### config.mk
export PLATFORM = sky130hd
export DESIGN_NAME = evrel_monitor
export DESIGN_NICKNAME = d
export VERILOG_FILES = /design/src/rtl/evrel_pkg.sv /design/src/rtl/evrel_ordinal.sv /design/src/rtl/evrel_classify.sv /design/src/rtl/evrel_report.sv /design/src/rtl/evrel_monitor.sv
export SDC_FILE = /design/constraint.sdc
export NUM_CORES = 1
export LEC_CHECK = 0
export BUFFER_PORTS_ARGS = -buffer_cell sky130_fd_sc_hd__buf_2
export CELL_PAD_IN_SITES_DETAIL_PLACEMENT = 0
export CELL_PAD_IN_SITES_GLOBAL_PLACEMENT = 1
export CORE_MARGIN = 3
export CORE_UTILIZATION = 38
export DETAILED_ROUTE_END_ITERATION = 10
export GPL_TIMING_DRIVEN = 0
export PLACE_DENSITY = 0.73
export SYNTH_ARGS = -nofsm -noshare
export SYNTH_HDL_FRONTEND = slang
export SYNTH_HIERARCHICAL = 1
export SYNTH_SLANG_ARGS = --single-unit
### constraint.sdc
create_clock -name clk_i -period 2.4 [get_ports clk_i]
set_input_delay 0.48 -clock clk_i [delete_from_list [all_inputs] [get_ports clk_i]]
set_output_delay 0.48 -clock clk_i [all_outputs]
set_load 0.01 [all_outputs]
### src/rtl/evrel_pkg.sv
package evrel_pkg;

   typedef enum logic [1:0] {
      PH_COLLECT = 2'd0,
      PH_ARMED   = 2'd1,
      PH_SETTLED = 2'd2
   } phase_e;

   typedef enum logic {
      REL_MIRROR  = 1'b0,
      REL_ONESHOT = 1'b1
   } rel_e;

   // One bit per kind of breach; several may be set together.
   typedef struct packed {
      logic stray;     // derived without reference
      logic early;     // derived before the threshold event
      logic missed;    // threshold event without derived
      logic mismatch;  // mirror rule broken after threshold
      logic extra;     // one-shot rule broken after threshold
   } fault_s;

   localparam int unsigned FAULT_W = $bits(fault_s);

endpackage

### src/rtl/evrel_ordinal.sv
module evrel_ordinal
   import evrel_pkg::*;
#(
   parameter int unsigned THRESH = 5,
   parameter int unsigned CNT_W  = 16
) (
   input  logic             clk_i,
   input  logic             rst_i,
   input  logic             ev_i,
   output logic [CNT_W-1:0] count_o,
   output phase_e           phase_o
);

   localparam logic [CNT_W-1:0] CNT_TOP   = CNT_W'(THRESH);
   localparam logic [CNT_W-1:0] CNT_ARMED = CNT_W'(THRESH - 1);
   localparam logic [CNT_W-1:0] CNT_ONE   = CNT_W'(1);

   logic [CNT_W-1:0] count_q;
   logic             at_top;

   assign at_top = (count_q == CNT_TOP);

   always_ff @(posedge clk_i) begin
      if (rst_i) begin
         count_q <= '0;
      end else if (ev_i && !at_top) begin
         count_q <= count_q + CNT_ONE;
      end
   end

   assign count_o = count_q;

   // With a threshold of one there is no collecting phase at all.
   generate
      if (THRESH == 1) begin : g_phase_single
         always_comb begin
            phase_o = at_top ? PH_SETTLED : PH_ARMED;
         end
      end else begin : g_phase_multi
         always_comb begin
            if (at_top) begin
               phase_o = PH_SETTLED;
            end else if (count_q == CNT_ARMED) begin
               phase_o = PH_ARMED;
            end else begin
               phase_o = PH_COLLECT;
            end
         end
      end
   endgenerate

endmodule

### src/rtl/evrel_classify.sv
module evrel_classify
   import evrel_pkg::*;
(
   input  logic   ref_i,
   input  logic   der_i,
   input  phase_e phase_i,
   input  rel_e   rel_i,
   output fault_s fault_o
);

   logic in_collect;
   logic in_armed;
   logic in_settled;

   assign in_collect = (phase_i == PH_COLLECT);
   assign in_armed   = (phase_i == PH_ARMED);
   assign in_settled = (phase_i == PH_SETTLED);

   always_comb begin
      fault_o          = '0;
      fault_o.stray    = der_i & ~ref_i;
      fault_o.early    = in_collect & der_i;
      fault_o.missed   = in_armed & ref_i & ~der_i;
      fault_o.mismatch = in_settled & (rel_i == REL_MIRROR) & (ref_i ^ der_i);
      fault_o.extra    = in_settled & (rel_i == REL_ONESHOT) & der_i;
   end

endmodule

### src/rtl/evrel_report.sv
module evrel_report
   import evrel_pkg::*;
(
   input  logic   clk_i,
   input  logic   rst_i,
   input  fault_s fault_i,
   output logic   viol_o,
   output logic   err_o
);

   logic any_fault;
   logic viol_q;
   logic err_q;

   assign any_fault = |fault_i;

   always_ff @(posedge clk_i) begin
      if (rst_i) begin
         viol_q <= 1'b0;
         err_q  <= 1'b0;
      end else begin
         viol_q <= any_fault;
         err_q  <= err_q | any_fault;
      end
   end

   assign viol_o = viol_q;
   assign err_o  = err_q;

endmodule

### src/rtl/evrel_monitor.sv
module evrel_monitor
   import evrel_pkg::*;
#(
   parameter int unsigned THRESH = 5,
   parameter int unsigned CNT_W  = 16
) (
   input  logic             clk_i,
   input  logic             rst_i,
   input  logic             rel_mode_i,
   input  logic             ref_ev_i,
   input  logic             der_ev_i,
   output logic             viol_o,
   output logic             err_o,
   output logic [1:0]       phase_o,
   output logic [CNT_W-1:0] ev_count_o
);

   generate
      if (THRESH < 1) begin : g_bad_thresh
         $error("evrel_monitor: THRESH must be at least 1");
      end
      if (CNT_W < 1 || CNT_W > 31) begin : g_bad_width
         $error("evrel_monitor: CNT_W must lie in 1..31");
      end else if ((THRESH >> CNT_W) != 0) begin : g_bad_fit
         $error("evrel_monitor: THRESH does not fit in CNT_W bits");
      end
   endgenerate

   phase_e phase_w;
   fault_s fault_w;
   rel_e   rel_w;

   assign rel_w = rel_e'(rel_mode_i);

   evrel_ordinal #(
      .THRESH (THRESH),
      .CNT_W  (CNT_W)
   ) u_ordinal (
      .clk_i   (clk_i),
      .rst_i   (rst_i),
      .ev_i    (ref_ev_i),
      .count_o (ev_count_o),
      .phase_o (phase_w)
   );

   evrel_classify u_classify (
      .ref_i   (ref_ev_i),
      .der_i   (der_ev_i),
      .phase_i (phase_w),
      .rel_i   (rel_w),
      .fault_o (fault_w)
   );

   evrel_report u_report (
      .clk_i   (clk_i),
      .rst_i   (rst_i),
      .fault_i (fault_w),
      .viol_o  (viol_o),
      .err_o   (err_o)
   );

   assign phase_o = phase_w;

endmodule

### Word-level counts from Yosys, hierarchy flattened

Cells that the tools add are included.
Widths: inputs -> output; s select.

* $add $sub $neg: 1
* equality and inequality tests: 4
* mux-type cells: 2
* bitwise gates (word level): 13
* reduce and logical (&&, ||, !) cells: 4

Operators with widths (number)
* $eq 16x3->1 const B: 2
* $add 16x1->16 const B: 1
* $and 1x1->1: 8
* $reduce_or 5->1: 1
* $not 1->1: 3
* $eq 2x1->1 const B: 1
* $eq 2x2->1 const B: 1
* $logic_not 2->1: 1
* $mux 2: 1
* $logic_and 1x1->1: 1
* $logic_not 1->1: 1
* $mux 1: 1
* $or 1x1->1: 1
* $xor 1x1->1: 1

* register bits after elaboration: 18
* input port bits: 5
* output and inout port bits: 20

### Longest topological paths before layout

* depth in word-level cells: 8
* depth in mapped cells: 8
* depth with buffers taken out: 7

### Hierarchy

The synthesis kept the hierarchy.

By module, submodules not included
* evrel_ordinal: instances 1, cells an instance 99, area each 855.8 µm², seq. area each 320.3 µm²
* evrel_report: instances 1, cells an instance 7, area each 68.8 µm², seq. area each 40.0 µm²
* evrel_classify: instances 1, cells an instance 6, area each 61.3 µm², seq. area each 0.0 µm²

### Least setup slack after synthesis

No wires, ideal clock.

* kind: flip-flop to flip-flop
* from: register u_ordinal.count_q[1], in the netlist u_ordinal/count_o[1]
* to: register u_report.err_q, in the netlist u_report/err_o
* data arrival time: 1.726 ns
* data required time: 2.276 ns
* path slack: 0.550 ns
* cell stages (with the launch flop): 8
* clock period less this slack: 1.850 ns
* cells stage by stage: dfxtp_1 inv_1 ha_1 and4bb_2 and4_1 and4b_1 nor3_2 a31oi_1

RTL lines
* start, declared: line evrel_ordinal.sv:18 `logic [CNT_W-1:0] count_q;`
* start signal, assigned: line evrel_ordinal.sv:27 `count_q <= count_q + CNT_ONE;`
* end signal, assigned: line evrel_report.sv:23 `err_q <= err_q | any_fault;`
* end, declared: line evrel_report.sv:13 `logic err_q;`

### Worst setup path after layout

* from: register u_ordinal.count_q[1], in the netlist u_ordinal/count_o[1]
* to: output phase_o[0]

* word-level cells in the longest chain between the ends: 3
* elaborated cells on any way between the ends: 4
* those cells by class: eq/ne: 2; mux: 2

RTL lines
* $eq 16x3->1: line evrel_ordinal.sv:43 `end else if (count_q == CNT_ARMED) begin`
* $mux 1: line evrel_ordinal.sv:43
* $mux 2 (*): line evrel_ordinal.sv:41 `if (at_top) begin`
* end, declared: line evrel_monitor.sv:14 `output logic [1:0] phase_o,`

Mark *: on every way between the ends. The rest lies on a longest branch, timed or not.

==> results.md <==
- Hold_ws: 0.476 ns
- Via-to-Cell Ratio: 5.58
- Setup crit end kind: output port
- Skew-Pair Late Insertion Delay: 0.29 ns
- Max cap viols: 0
- Via count: 937
- Netlist cell types: 35
- Critical path class: reg2out
- Hold Crit Class: reg2reg
- Total GRT Usage: 0.152
- Synth-to-layout area growth: 19.4%
- I/O pins: 25
- H-tree depth: 1
- Number of synthesized flops with an enable pin: 0
- Synth area leader: dfxtp_1
- Core area: 0.00234 mm²
- Fin crit period: 2.23 ns
- Period Utilization, post-route: 0.928
- Synth top area share: 0.365
- Synthesis-stage register bit count: 18
- Cell Area, Synth: 986 µm²
- Antenna violations before repair: 0
- Layout Cells excl Fill: 168
- WP data required: 1.92 ns
- WL/cell: 14.0 µm
- # setup viols final: 0
- Worst-path clk slew: 0.11 ns
- Final setup TNS: 0 ns
- Post-route DRC: 0
- Slew margin rel.: 0.688
- First-pass GRT wire length: 3870 µm
- Clock Skew: 0.000819 ns
- Setup bufs post-CTS: 0
- Wl on met1: 1120 µm
- Post-route ant nets: 0
- Max layer used: met4
- Die Y: 56.9 µm
- Synth top area cells: dfxtp_1 (37%), xnor2_1 (5.3%), ha_1 (5.1%)
- # nets final: 150
- RSZ-0062 raised after global routing: no
- # fillers: 244
- DP HPWL: 1790 µm
- Critical path arrival: 1.75 ns
- 1st-iter DRT viols: 28
- Antenna diodes: 0
- Routed WL: 2350 µm
- Maximum root-to-sink buffer count: 2
- Hold_buf cts: 0
- Crit-path max FO: 6
- WL met2: 1060 µm
- Placed cell count: 164
- Layout cells sized above 1: 0.257
- Hold Vio Cnt, Final: 0
- Avg Inst Size Synth: 8.80 µm²
- Fin. max-slew vios: 0
- Number of CTS-inserted buffers: 3
- Gpl congestion: 0.762
- Startpoint Class: flip-flop
- # rows: 17
- Leakage: 0.487 nW
- Synth Flop Type: dfxtp_1
- Post-Syn Nets: 121
- Largest net degree at the start of global routing: 11
- Mapped Cells: 112
- Status: finished clean
- Most common cell in the netlist: dfxtp_1
- Starting Density: 0.421
- CTS tree: done
- DRT Pass-1 Iters: 4
- Root Driver: clkbuf_4
- Die area: 0.00324 mm²
- Port Buffers: 24
- Post-CTS sizing: 0
- Peak supply drop: 0.233 mV
- Grt ovf: 0
- FMAX: 0.449 GHz
- Synthesis Warnings: 6
- Synth async-reset ratio: 0
- Post-synth top cells: dfxtp_1 (18), nor2_1 (9), a21oi_1 (8), inv_1 (7), xnor2_1 (6)
- Met3 WL: 140 µm
- Clk sink count: 18
- Number of global-route vias before repair: 850
- Pwr/cell area: 469 mW/mm²
- Die X: 56.9 µm
- Sequential share of the synthesized area: 0.365
- Worst-Margin Slew: 0.464 ns
-- logic make-up after synthesis --
logic type,Yosys count,synth area share
adders and majority gates,4,0.0508
buffers and inverters,10,0.0520
DFF,18,0.365
and+or+nand+nor,54,0.353
muxes,1,0.0102
AOI/OAI and AO/OA,17,0.0977
xor gates and xnor gates,8,0.0711
-- sequential cells by signal (all words and copies together), names as in the netlist --
signal,flops
u_report/viol_o,1
u_ordinal/count_o,16
u_report/err_o,1
-- where the power goes --
group	internal, mW	switching (mW)
sequential	0.305	0.00671
clock	0.0924	0.0976
combinational	0.0215	0.0293
total	0.419	0.134
-- worst max-delay path: stages, from the launching register on --
cell and delay [ns]:
dfxtp_1 0.43, inv_1 0.09, ha_1 0.19, and4bb_2 0.30, and4_1 0.29, buf_2 0.17
-- layer usage --
layer  vias up  GRT usage
met2        30      0.237
met3         4     0.0226
met5         -          0
met1       431      0.203
met4         0     0.0795
li1        472          -
-- through the flow --
| stage | power (mW) | cell area, µm² | utilization | setup WS (ns) |
|---|---|---|---|---|
| final | 0.552 | 1180 | 0.503 | 0.172 |
| after global routing | 0.582 | 1180 | 0.503 | 0.0448 |
| after CTS | 0.564 | 1180 | 0.503 | 0.160 |
| after detailed placement | 0.369 | 1140 | 0.488 | 0.519 |
| after global placement | 0.368 | 1140 | 0.488 | 0.545 |
| after floorplan | 0.348 | 986 | - | 0.550 |
-- final timing paths --
check | start | endpoint | slack [ns] | depth (start not counted)
max | u_ordinal/count_o[1]$_SDFFE_PP0P_ | phase_o[0] | 0.17 | 5
min | u_report/err_o$_SDFF_PP0_ | u_report/err_o$_SDFF_PP0_ | 0.48 | 2
max reg2reg | u_ordinal/count_o[1]$_SDFFE_PP0P_ | u_ordinal/count_o[3]$_SDFFE_PP0P_ | 0.50 | 7
min reg2reg | u_report/err_o$_SDFF_PP0_ | u_report/err_o$_SDFF_PP0_ | 0.48 | 2
-- cells in the final DEF (no fill, tap or decap), drive strengths merged, types with 2 or more instances in the layout --
master,synthesis,final
buf,1,25
dfxtp,18,18
nor2,9,9
a21oi,8,8
inv,7,7
xnor2,6,6
clkbuf,2,6
nor4,5,5
o21ai,5,5
or3,5,5
nand2,5,5
nand4,5,5
nand3,5,5
ha,4,4
and4,4,4
or4,3,3
nor3,3,3
o31ai,2,2
xor2,2,2
and4bb,2,2
and3,2,2
-- area by class of cell --
class | count | area, µm² | share of cell area
inverters | 7 | 26.3 | 0.0223
plain buffers | 3 | 25.0 | 0.0213
well taps | 28 | 35.0 | 0.0298
repair buffers | 24 | 120 | 0.102
clock buffers | 4 | 36.3 | 0.0308
flip-flops and latches | 18 | 360 | 0.306
multi-input cells | 84 | 574 | 0.488
Note: power is estimated with default switching activity, not from simulation.
